### config.mk
export PLATFORM = sky130hd
export DESIGN_NAME = ctx_trigger_qual
export DESIGN_NICKNAME = d
export VERILOG_FILES = /design/src/rtl/ctxq_pkg.sv /design/src/rtl/ctxq_mode_fsm.sv /design/src/rtl/ctxq_value_reg.sv /design/src/rtl/ctxq_compare.sv /design/src/rtl/ctx_trigger_qual.sv
export SDC_FILE = /design/constraint.sdc
export NUM_CORES = 1
export LEC_CHECK = 0
export ABC_AREA = 1
export ABC_CLOCK_PERIOD_IN_PS = 900
export BUFFER_PORTS_ARGS = -buffer_cell sky130_fd_sc_hd__clkbuf_2
export CAP_MARGIN = 20
export CORE_MARGIN = 1
export CORE_UTILIZATION = 26
export CTS_CLUSTER_SIZE = 16
export DETAILED_ROUTE_END_ITERATION = 8
export HOLD_SLACK_MARGIN = 0.12
export PLACE_DENSITY = 0.78
export SLEW_MARGIN = 20
export SYNTH_ARGS = -nofsm -noshare
export SYNTH_HDL_FRONTEND = slang
export SYNTH_SLANG_ARGS = --single-unit
### constraint.sdc
create_clock -name clk -period 0.9 [get_ports clk]
set_input_delay 0.09 -clock clk [delete_from_list [all_inputs] [get_ports clk]]
set_output_delay 0.09 -clock clk [all_outputs]
set_load 0.02 [all_outputs]
### src/rtl/ctxq_pkg.sv
package ctxq_pkg;
    localparam int SEL_W = 3;

    typedef enum logic [SEL_W-1:0] {
        QM_IGNORE = 3'd0,
        QM_MCTX   = 3'd4
    } qual_mode_e;
endpackage

### src/rtl/ctxq_mode_fsm.sv
module ctxq_mode_fsm
    import ctxq_pkg::*;
(
    input  logic             clk,
    input  logic             rst_n,
    input  logic             wr_en,
    input  logic [SEL_W-1:0] sel_raw,
    output qual_mode_e       mode
);
    qual_mode_e state_q;
    qual_mode_e state_d;

    // next state: fold illegal codes onto the two legal ones
    always_comb begin
        state_d = state_q;
        if (wr_en) begin
            unique case (sel_raw)
                3'd0, 3'd1, 3'd2, 3'd3: state_d = QM_IGNORE;
                3'd4, 3'd5, 3'd6, 3'd7: state_d = QM_MCTX;
                default:                state_d = QM_IGNORE;
            endcase
        end
    end

    always_ff @(posedge clk or negedge rst_n) begin
        if (!rst_n) state_q <= QM_IGNORE;
        else        state_q <= state_d;
    end

    assign mode = state_q;


    fold_low_chk: assert property (@(posedge clk) disable iff (!rst_n)
        (wr_en && sel_raw != 3'd0 && sel_raw < 3'd4) |=> (mode == QM_IGNORE));


    fold_high_chk: assert property (@(posedge clk) disable iff (!rst_n)
        (wr_en && sel_raw > 3'd4) |=> (mode == QM_MCTX));


    mode_hold_chk: assert property (@(posedge clk) disable iff (!rst_n)
        !wr_en |=> $stable(mode));
endmodule

### src/rtl/ctxq_value_reg.sv
module ctxq_value_reg #(
    parameter int VAL_W = 6
) (
    input  logic             clk,
    input  logic             rst_n,
    input  logic             wr_en,
    input  logic [VAL_W-1:0] din,
    output logic [VAL_W-1:0] q
);
    always_ff @(posedge clk or negedge rst_n) begin
        if (!rst_n)     q <= '0;
        else if (wr_en) q <= din;
    end


    value_hold_chk: assert property (@(posedge clk) disable iff (!rst_n)
        !wr_en |=> $stable(q));


    value_load_chk: assert property (@(posedge clk) disable iff (!rst_n)
        wr_en |=> (q == $past(din)));
endmodule

### src/rtl/ctxq_compare.sv
module ctxq_compare
    import ctxq_pkg::*;
#(
    parameter int VAL_W = 6
) (
    input  qual_mode_e       mode,
    input  logic [VAL_W-1:0] mval,
    input  logic [VAL_W-1:0] mctx_lo,
    output logic             qual
);
    logic [VAL_W-1:0] bit_eq;

    for (genvar i = 0; i < VAL_W; i++) begin : g_bit
        assign bit_eq[i] = ~(mval[i] ^ mctx_lo[i]);
    end

    always_comb begin
        unique case (mode)
            QM_IGNORE: qual = 1'b1;
            QM_MCTX:   qual = &bit_eq;
            default:   qual = 1'b0;
        endcase
    end
endmodule

### src/rtl/ctx_trigger_qual.sv
module ctx_trigger_qual
    import ctxq_pkg::*;
#(
    parameter int XLEN   = 32,
    parameter int MVAL_W = 6
) (
    input  logic            clk,
    input  logic            rst_n,
    input  logic            wr_en,
    input  logic [XLEN-1:0] wr_data,
    input  logic [XLEN-1:0] mctx_i,
    output logic [XLEN-1:0] rd_data,
    output logic            qual_o
);
    localparam int SEL_LO = XLEN - SEL_W;
    localparam int MV_HI  = SEL_LO - 1;
    localparam int MV_LO  = SEL_LO - MVAL_W;
    localparam int PAD_W  = MV_LO;

    qual_mode_e        mode;
    logic [MVAL_W-1:0] mval_q;

    ctxq_mode_fsm u_mode (
        .clk     (clk),
        .rst_n   (rst_n),
        .wr_en   (wr_en),
        .sel_raw (wr_data[XLEN-1:SEL_LO]),
        .mode    (mode)
    );

    ctxq_value_reg #(.VAL_W(MVAL_W)) u_val (
        .clk   (clk),
        .rst_n (rst_n),
        .wr_en (wr_en),
        .din   (wr_data[MV_HI:MV_LO]),
        .q     (mval_q)
    );

    ctxq_compare #(.VAL_W(MVAL_W)) u_cmp (
        .mode    (mode),
        .mval    (mval_q),
        .mctx_lo (mctx_i[MVAL_W-1:0]),
        .qual    (qual_o)
    );

    // supervisor fields are hard-wired to zero
    assign rd_data = {logic'(mode[2]), logic'(mode[1]), logic'(mode[0]), mval_q, {PAD_W{1'b0}}};

    logic unused_bits;
    assign unused_bits = ^{wr_data[PAD_W-1:0], mctx_i[XLEN-1:MVAL_W]};


    ignore_pass_chk: assert property (@(posedge clk) disable iff (!rst_n)
        (rd_data[XLEN-1:SEL_LO] == 3'd0) |-> qual_o);


    mismatch_block_chk: assert property (@(posedge clk) disable iff (!rst_n)
        (rd_data[XLEN-1:SEL_LO] == 3'd4 && rd_data[MV_HI:MV_LO] != mctx_i[MVAL_W-1:0]) |-> !qual_o);
endmodule

==> results of run 1 <==
synth_stat cells, drive strengths merged:
library cell  count
o21ai             6
nand2            25
dfrtp             7
nand3             1
conb              1
nor2              3
inv              12
mux2              1
buf              26
cell type report:
class                           count  area share, %
Inverter                           12           5.51
Tap cell                           27           4.13
Multi-Input combinational cell     61           30.9
Sequential cell                     7           22.4
Clock buffer                        4           3.22
Timing Repair Buffer               36           33.8
power groups by stage:
stage                     logic (mW)  registers [mW]  clock network, mW
after floorplan                0.263           0.413                  0
after global placement         0.327           0.377                  0
after detailed placement       0.328           0.379                  0
after CTS                      0.375           0.375              0.295
after global routing           0.436           0.382              0.317
final                          0.399           0.378              0.283
registers in the layout, summed over array words and instances (netlist names):
| name | count |
|---|---|
| u_val.q | 6 |
| u_mode.mode | 1 |
stage by stage:
| stage | area (um^2) | util [%] | total power, mW | hold WS [ps] | setup slack, ps |
|---|---|---|---|---|---|
| final | 817 | 40.4 | 1.06 | 112 | -370 |
| after global routing | 817 | 40.4 | 1.14 | 115 | -430 |
| after CTS | 793 | 39.2 | 1.04 | 102 | -377 |
| after detailed placement | 664 | 32.9 | 0.707 | -58.9 | -158 |
| after global placement | 664 | 32.9 | 0.704 | -56.4 | -164 |
| after floorplan | 677 | - | 0.676 | -206 | -28.3 |
placed cells by master (no fill, tap or decap):
master and n:
buf_6 3, buf_8 2, clkbuf_4 4, nor2_1 1, dfrtp_2 6, buf_4 6
nand2_1 24, nor2_2 2, inv_2 4, clkbuf_2 15, dlygate4sd3_1 8, buf_2 1
o21ai_0 6, conb_1 25, nand2_2 1, inv_1 8, nand3_1 1, clkbuf_1 1
mux2_2 1, dfrtp_1 1
routing by layer:
metal / routed length (um) / vias to the layer above
met4: 11 / 0
li1: - / 268
met3: 64 / 2
met5: 0 / -
met2: 646 / 34
met1: 365 / 233
final timing paths:
path / start / end / slack (ps) / depth (start not counted)
max: u_val.q[3] / qual_o / -370 / 6
min: wr_en / u_mode.mode[2] / 110 / 2
max reg2reg: u_mode.mode[2] / u_mode.mode[2] / 110 / 1
min reg2reg: u_mode.mode[2] / u_mode.mode[2] / 580 / 1
max in group asynchronous: rst_n / u_val.q[5] / 510 / 2
min in group asynchronous: rst_n / u_mode.mode[2] / 210 / 2
kinds of logic after synthesis:
logic type	Yosys count
simple gates	29
compound gates	6
other cells	1
mux	1
buf+inv	38
flops	7
worst max-delay path, cell delays in order, from the launching register on:
cell	delay [ps]
dfrtp_2	410
nand2_1	70
nand2_1	60
nor2_2	120
nand3_1	90
nand2_2	80
buf_8	110
what timing repair did:
action | CTS | global route
pin swaps | 4 | 3
endpoints found under the setup margin | 7 | 8
endpoints found under the hold margin | 14 | 1
gates resized for setup | 6 | 15
cloned | 0 | 0
==> results.md, run 1 <==
- Global-route total usage across every layer: 9.61%
- Routing usage on met3: under 10%
- Lkg Pwr: just under 0.5 nW
- Area Growth Syn to Fin: 41.6%
- Port bufs: 23
- Fin crit period: approximately 1300 ps
- Yosys top cell by area: buf_4
- Fmax: about 800 MHz
- Multiplexer area fraction after synthesis: under 10%
- Final worst slack: -370 ps
- Area of the multi-input gates: ~250 um^2
- Skew-Pair Late Insertion Delay: roughly 250 ps
- DRC errors left: 0
- Cell count after synthesis: just over 80
- Synth Area in Simple Gates: approximately a fifth
- Sequential share of power: 35.7%
- Vias/cell: 3.65
- Final std cells w/o fill: 147
- Dpl hpwl: 816 um
- Violated checks: setup timing
- XOR/XNOR Fraction of Synth Area: 0%
- First DRT Iteration DRCs: 1
- Initial antenna violation count: 0
- Crit path DAT: approximately 1200 ps
- Max cap viols: 0
- Antenna diodes: 0
- Pin count of the biggest net entering global routing: 13
- Initial DRT Pass Iterations: 2
- Met2 Usage GRT: around 20%
- Starting Density: between 20 and 30%
- Sink Count: 7
- Period utilisation layout: 141%
- Fin. Hold Viols: 0
- Clock power frac: a little over a quarter
- #FFs+latches synth: 7
- Full die area: 2410 um^2
- Root Driver: clkbuf_4
- Setup TNS: -399 ps
- Die height: approximately 49 um
- Inserted Clock Buffers: 3
- Power Dens Cells: around 1300 nW/um^2
- Most crowded layer after global routing: met2
- Tightest Hold Check Type: in -> reg
- Crit-path max FO: 3
- Status: finished, violations left
- Placed instance count: approximately 140
- Sw Share: 35.7%
- First-pass GRT wire length: 1.77 mm
- Std cell rows: 16
- Int Pwr: 682 uW
- Fillcell total: 214
- Critical Path RT: 810 ps
- Most area-consuming cells after synthesis: buf_4 33%, dfrtp_1 30%, nand2_1 16%, inv_1 7.8%, o21ai_0 5.2%
- Nets: 188
- Fraction of layout cells with a size suffix above 1: a little under two fifths
- Die width: between 40 and 50 um
- Skew final: 0 ps
- Top-area cell type share of the netlist area: about a third
- Avg WL per Cell: roughly 7.4 um
- Hold buffers post-CTS: 8
- Htree depth: 1
- Compound-cell area share of the yosys netlist: under 10%
- Synthesized area: 577 um^2
- Startpoint types: flop
- Logic gate share of total power: 37.6%
- Setup violations, final: 5
- P_sw: between 300 and 400 uW
- CTS Buffer Depth: 2
- Ports: 100
- Routed Antenna Nets: 0
- Adder-cell share of the synthesized area: 0%
- Library cells used by synthesis: 11
- RSZ-0062 raised after global routing: yes
- DR vias: around 540
- Routing usage on met1: 8.57%
- Crit path capture type: output port
- RePlAce Congestion: between 0.6 and 0.7
- Fin. max-slew vios: 0
- Crit Path Class: reg -> out
- Core box area: a little over 2000 um^2
- DRT Wirelength: roughly 1.1 mm
- Vias in the first global route: between 400 and 500
- Grt total ovfl: 0
- Sequential share of the synthesized area: between 30% and 40%
- Worst vdd ir: between 600 and 700 uV
- Largest family of logic cells by synthesized area: buffers and inverters
- Register Area: 183 um^2
- CTS clk-pin slew, worst paths: roughly 60 ps
- Ys Warns: 0
- Syn Area/Cell: 7.03 um^2
- Post-CTS Setup Bufs: 0
- TritonCTS clock tree: yes
Power figures use the tool's default switching activity.
==> run 2: changes to the inputs <==
- REMOVE_ABC_BUFFERS: unset -> 1
==> run 2 against run 1 <==
  * The run still ends with setup timing left
  * Register-to-register slack improved by 20 ps
  * Die area did not move
  * Total power fell by 2.9%
  * Clock skew did not move
  * First-iteration DRC count rose to 3.0 times the previous value
  * Clock power barely moved
  * Cell count did not move
  * Hold slack barely moved
  * Sequential power fell by 3%
  * Critical path type unchanged
  * Critical endpoint unchanged
  * Largest cell class unchanged
==> results.md, run 2 (synthesis results as in run 1) <==
- Status: finished, violations left
- Violated checks: setup timing
- CTS Buffer Depth: 2
- Top delay family on crit path: simple AND/OR/NAND/NOR gates
- Finished Cell Area: around 790 um^2
- Skew-Pair Late Insertion Delay: approximately 240 ps
- Core box area: between 2000 and 2500 um^2
- Lkg Pwr: between 0.4 and 0.5 nW
- Max cap viols: 0
- Initial DRT Pass Iterations: 4
- Htree depth: 1
- Area of the multi-input gates: approximately 250 um^2
- First DRT Iteration DRCs: 3
- Routed Antenna Nets: 0
- Full die area: ~2400 um^2
- Worst path bufs/invs: 2
- Sink Count: 7
- Fin. Hold Viols: 0
- CP max-delay cell: dfrtp_1
- Worst stage delay on the critical path: between 300 and 400 ps
- Worst vdd ir: between 700 and 800 uV
- Dpl hpwl: 807 um
- Die width: roughly 50 um
- Core Util, Final: 39.0%
- DR vias: between 500 and 600
- Hold buffers post-CTS: 8
- Critical Path RT: 810 ps
- DP Area: 639 um^2
- First-pass GRT wire length: 1.71 mm
- Max reg flops: 6
- Avg WL per Cell: 7.13 um
- Fin crit period: ~1300 ps
- Register Area: 175 um^2
- Vias in the first global route: roughly 430
- Most frequent cells in the layout: 25 x nand2_1, 25 x conb_1, 18 x clkbuf_2
- Tightest Hold Check Type: in -> reg
- Port bufs: 23
- Starting Density: around 29%
- Fillcell total: approximately 210
- Antenna diodes: 0
- Global-route total usage across every layer: 9.42%
- CTS clk-pin slew, worst paths: roughly 60 ps
- Fmax: 767 MHz
- Grt total ovfl: 0
- Crit path capture type: output port
- Final worst slack: -403 ps
- Vias/cell: 3.59
- RSZ-0062 raised after global routing: yes
- Root Driver: clkbuf_4
- Crit Path Class: reg -> out
- Most flops, register: u_val.q
- RePlAce Congestion: around 0.66
- Area Growth Syn to Fin: 36.9%
- Skew final: 0 ps
- Fraction of layout cells with a size suffix above 1: 27.5%
- Worst-path cell chain: inv_1 > nand2_1 > nand2_1 > nor2_2 > nand3_1 > nand2_1 > clkbuf_8
- Die height: about 49 um
- Pin count of the biggest net entering global routing: 13
- DRT Wirelength: ~1.0 mm
- Ports: 100
- Inserted Clock Buffers: 3
- Fin. max-slew vios: 0
- CP most frequent cell: nand2_1
- Setup TNS: -592 ps
- Crit-path max FO: 3
- Nets: 188
- Period utilisation layout: 145%
- Initial antenna violation count: 0
- Std cell rows: 16
- Crit path DAT: roughly 1200 ps
- TritonCTS clock tree: yes
- Startpoint types: flop
- Setup violations, final: 5
- DRC errors left: 0
- Power Dens Cells: 1310 nW/um^2
- Pwr Total: about 1 mW
-- run 2: final timing paths --
check / startpoint / endpoint / slack (ps) / cells after the start
min in group asynchronous: rst_n / u_val.q[3] / 210 / 2
max in group asynchronous: rst_n / u_val.q[5] / 510 / 2
min: wr_en / u_mode.mode[2] / 110 / 2
min reg2reg: u_mode.mode[2] / u_mode.mode[2] / 550 / 1
max: u_val.q[1] / qual_o / -400 / 7
max reg2reg: u_val.q[1] / u_val.q[1] / 130 / 3
-- run 2: routing by layer --
metal / global-route usage [%] / vias up / wire (um)
met2: 16.2 / 38 / 510
met5: 0 / - / 0
met1: 9.73 / 221 / 420
met4: 1.47 / 0 / 0
met3: 5.92 / 0 / 117
li1: - / 268 / -
-- run 2: metrics by stage --
| stage | cells | setup slack [ps] | hold WS, ps |
|---|---|---|---|
| 6_report | 147 | -403 | 112 |
| 5_1_grt | 147 | -490 | 98.0 |
| 4_1_cts | 147 | -414 | 103 |
| 3_5_place_dp | 133 | -148 | -58.3 |
| 3_3_place_gp | 133 | -142 | -60.8 |
| 2_1_floorplan | 80 | -123 | -206 |
-- run 2: worst reg2reg max path, cell delays in order, from the launching register on --
cell and delay (ps):
dfrtp_1 370, inv_1 70, buf_4 130, o21ai_0 130
-- run 2: layout make-up --
class,instances,area share (%)
Inverter,12,5.71
Multi-Input combinational cell,61,31.4
Clock buffer,4,3.33
Tap cell,27,4.28
Sequential cell,7,22.2
Timing Repair Buffer,36,33.1
-- run 2: power by group --
part           switching, mW  internal [mW]  leakage [nW]  total, mW
registers             0.0212          0.344        0.0845      0.365
logic                  0.231          0.148         0.390      0.379
clock network          0.116          0.169        0.0150      0.286
-- run 2: repair_timing --
item,CTS,global route
endpoints found under the setup margin,4,8
hold endpoints to repair,14,1
setup buffers,2,0
pin swaps,2,2
resized for setup,5,5
==> run 3: changes to the inputs <==
- BUFFER_PORTS_ARGS: -buffer_cell sky130_fd_sc_hd__clkbuf_2 -> unset
- CORE_UTILIZATION: 26 -> 33
- DONT_BUFFER_PORTS: unset -> 1
- PLACE_DENSITY: 0.78 -> unset
==> run 3 against run 2 <==
  * The flow finishes with violations (DRC, setup timing)
  * Global-route usage is 3.4 points higher
  * Via count is 4.4% lower
  * Die area is 20% lower
  * Flip-flop and latch count stayed put
  * Largest cell class is now multi-input gates
  * Setup slack better by 84 ps
  * Hold slack better by 51 ps
  * Largest power group unchanged
  * Cell count is 14% lower
  * Cell area is 2.1% lower
  * Non-clock buffer count is 9 lower
  * Critical path depth is 1 lower
  * Combinational power is 6.9% higher
  * Count of clock-buffer cells in the layout stayed put
==> results.md, run 3 (synthesis results as in run 1) <==
- CP most frequent cell: nand2_1
- Sequential share of power: 34.5%
- Dpl hpwl: roughly 700 um
- Lkg Pwr: ~0.47 nW
- Fin. Hold Viols: 0
- Fraction of layout cells with a size suffix above 1: between 20 and 30%
- Setup violations, final: 8
- Global-route total usage across every layer: 12.8%
- Skew-Pair Late Insertion Delay: approximately 260 ps
- Skew final: 0 ps
- DRC errors left: 6
- Routed Antenna Nets: 0
- Worst stage delay on the critical path: 390 ps
- Most common cell after layout, fill and taps aside: conb_1
- Antenna diodes: 0
- Vias in the first global route: between 400 and 500
- RSZ-0062 raised after global routing: yes
- Clock power frac: ~28%
- Crit Path Class: reg -> out
- Worst vdd ir: approximately 800 uV
- Fin crit period: 1220 ps
- Core box area: between 1500 and 2000 um^2
- Initial DRT Pass Iterations: 6
- P_sw: 391 uW
- Crit path DAT: 1130 ps
- Area Growth Syn to Fin: 34.1%
- Std cell rows: 14
- Most frequent cells in the layout: 25 x conb_1, 23 x nand2_1, 12 x buf_4
- TritonCTS clock tree: yes
- Starting Density: 36.6%
- Sw Share: between 30 and 40%
- CTS Buffer Depth: 2
- DRT Wirelength: about 1.1 mm
- Logic gate share of total power: between 30 and 40%
- Die height: 43.8 um
- First DRT Iteration DRCs: 8
- Place WS: -78.7 ps
- Violated checks: DRC, setup timing
- Status: finished, violations left
- Crit path capture type: output port
- Crit-path max FO: 3
- Full die area: around 1900 um^2
- Vias/cell: about 4
- Htree depth: 1
- Period utilisation layout: 135%
- Nets: roughly 180
- Initial antenna violation count: 0
- Grt total ovfl: 0
- Worst-path cell chain: inv_2 > nand2_1 > nand2_1 > nor2_1 > nand3_1 > nand2_2
- CTS clk-pin slew, worst paths: roughly 60 ps
- Inserted Clock Buffers: 3
- DR vias: just over 500
- Ports: 100
- Final worst slack: -319 ps
- Core Util, Final: between 40% and 50%
- Fin. max-slew vios: 0
- Die width: between 40 and 50 um
- Power Dens Cells: ~1400 nW/um^2
- Max reg flops: 6
- Port bufs: 0
- Critical Path RT: approximately 800 ps
- Most flops, register: u_val.q
- Root Driver: clkbuf_4
- RePlAce Congestion: 0.659
- First-pass GRT wire length: 1.69 mm
- Sink Count: 7
- Fmax: slightly above 800 MHz
- Pin count of the biggest net entering global routing: 14
- Avg WL per Cell: 8.95 um
- Startpoint types: flop
- Max cap viols: 0
- Tightest Hold Check Type: in -> async
- CP max-delay cell: dfrtp_1
- Int Pwr: ~700 uW
[run 3: worst paths after layout]
check	startpoint	endpoint	cells after the start	slack [ps]
hold reg to reg	u_val.q[4]	u_val.q[4]	2	570
max in group asynchronous	rst_n	u_mode.mode[2]	1	490
setup reg to reg	u_val.q[5]	u_val.q[5]	4	30
min in group clk	wr_en	u_val.q[0]	3	420
hold / removal	rst_n	u_val.q[0]	1	160
setup / recovery	u_val.q[5]	qual_o	6	-320
[run 3: critical path, delay by kind of cell (launching register included)]
kind / cells / cell delay (ps)
AND/OR/NAND/NOR: 5 / 430
buffers and inverters: 1 / 50
flip-flops: 1 / 390
[run 3: repair_timing]
action	CTS	global route
buffers inserted	2	4
resized for setup	8	8
endpoints found under the hold margin	14	0
hold buffers	9	0
gates cloned	0	0
pin swaps	4	7
setup endpoints to repair	8	15
[run 3: through the flow]
stage / hold WS (ps) / total power [mW] / setup TNS [ps] / instance area (um^2) / cells
final: 163 / 1.08 / -990 / 773 / 127
after global routing: 186 / 1.15 / -1340 / 773 / 127
after CTS: 161 / 1.05 / -1020 / 734 / 123
after detailed placement: -205 / 0.668 / -78.7 / 586 / 109
after global placement: -205 / 0.664 / -45.9 / 586 / 109
after floorplan: -206 / 0.574 / -123 / 468 / 80
[run 3: power by group through the flow]
stage                     clock, mW  combinational [mW]  sequential, mW
final                         0.299               0.405           0.371
after global routing          0.336               0.438           0.375
after CTS                     0.313               0.369           0.368
after detailed placement          0               0.298           0.371
after global placement            0               0.294           0.369
after floorplan                   0               0.169           0.405
[run 3: per-layer routing]
metal | up-vias | global-route usage, % | part of all wire (%)
met3 | 3 | 3.33 | 8.8
met5 | - | 0 | 0
li1 | 250 | - | -
met1 | 215 | 12.1 | 35
met4 | 0 | 9.38 | 2.9
met2 | 36 | 23.6 | 53
[run 3: final cells by class]
class,count,area (um^2)
clock buffer,4,26.3
fill,145,803
inverter,12,45.0
multi-input combinational,61,256
sequential,7,175
tap,16,20.0
timing repair buffer,27,250
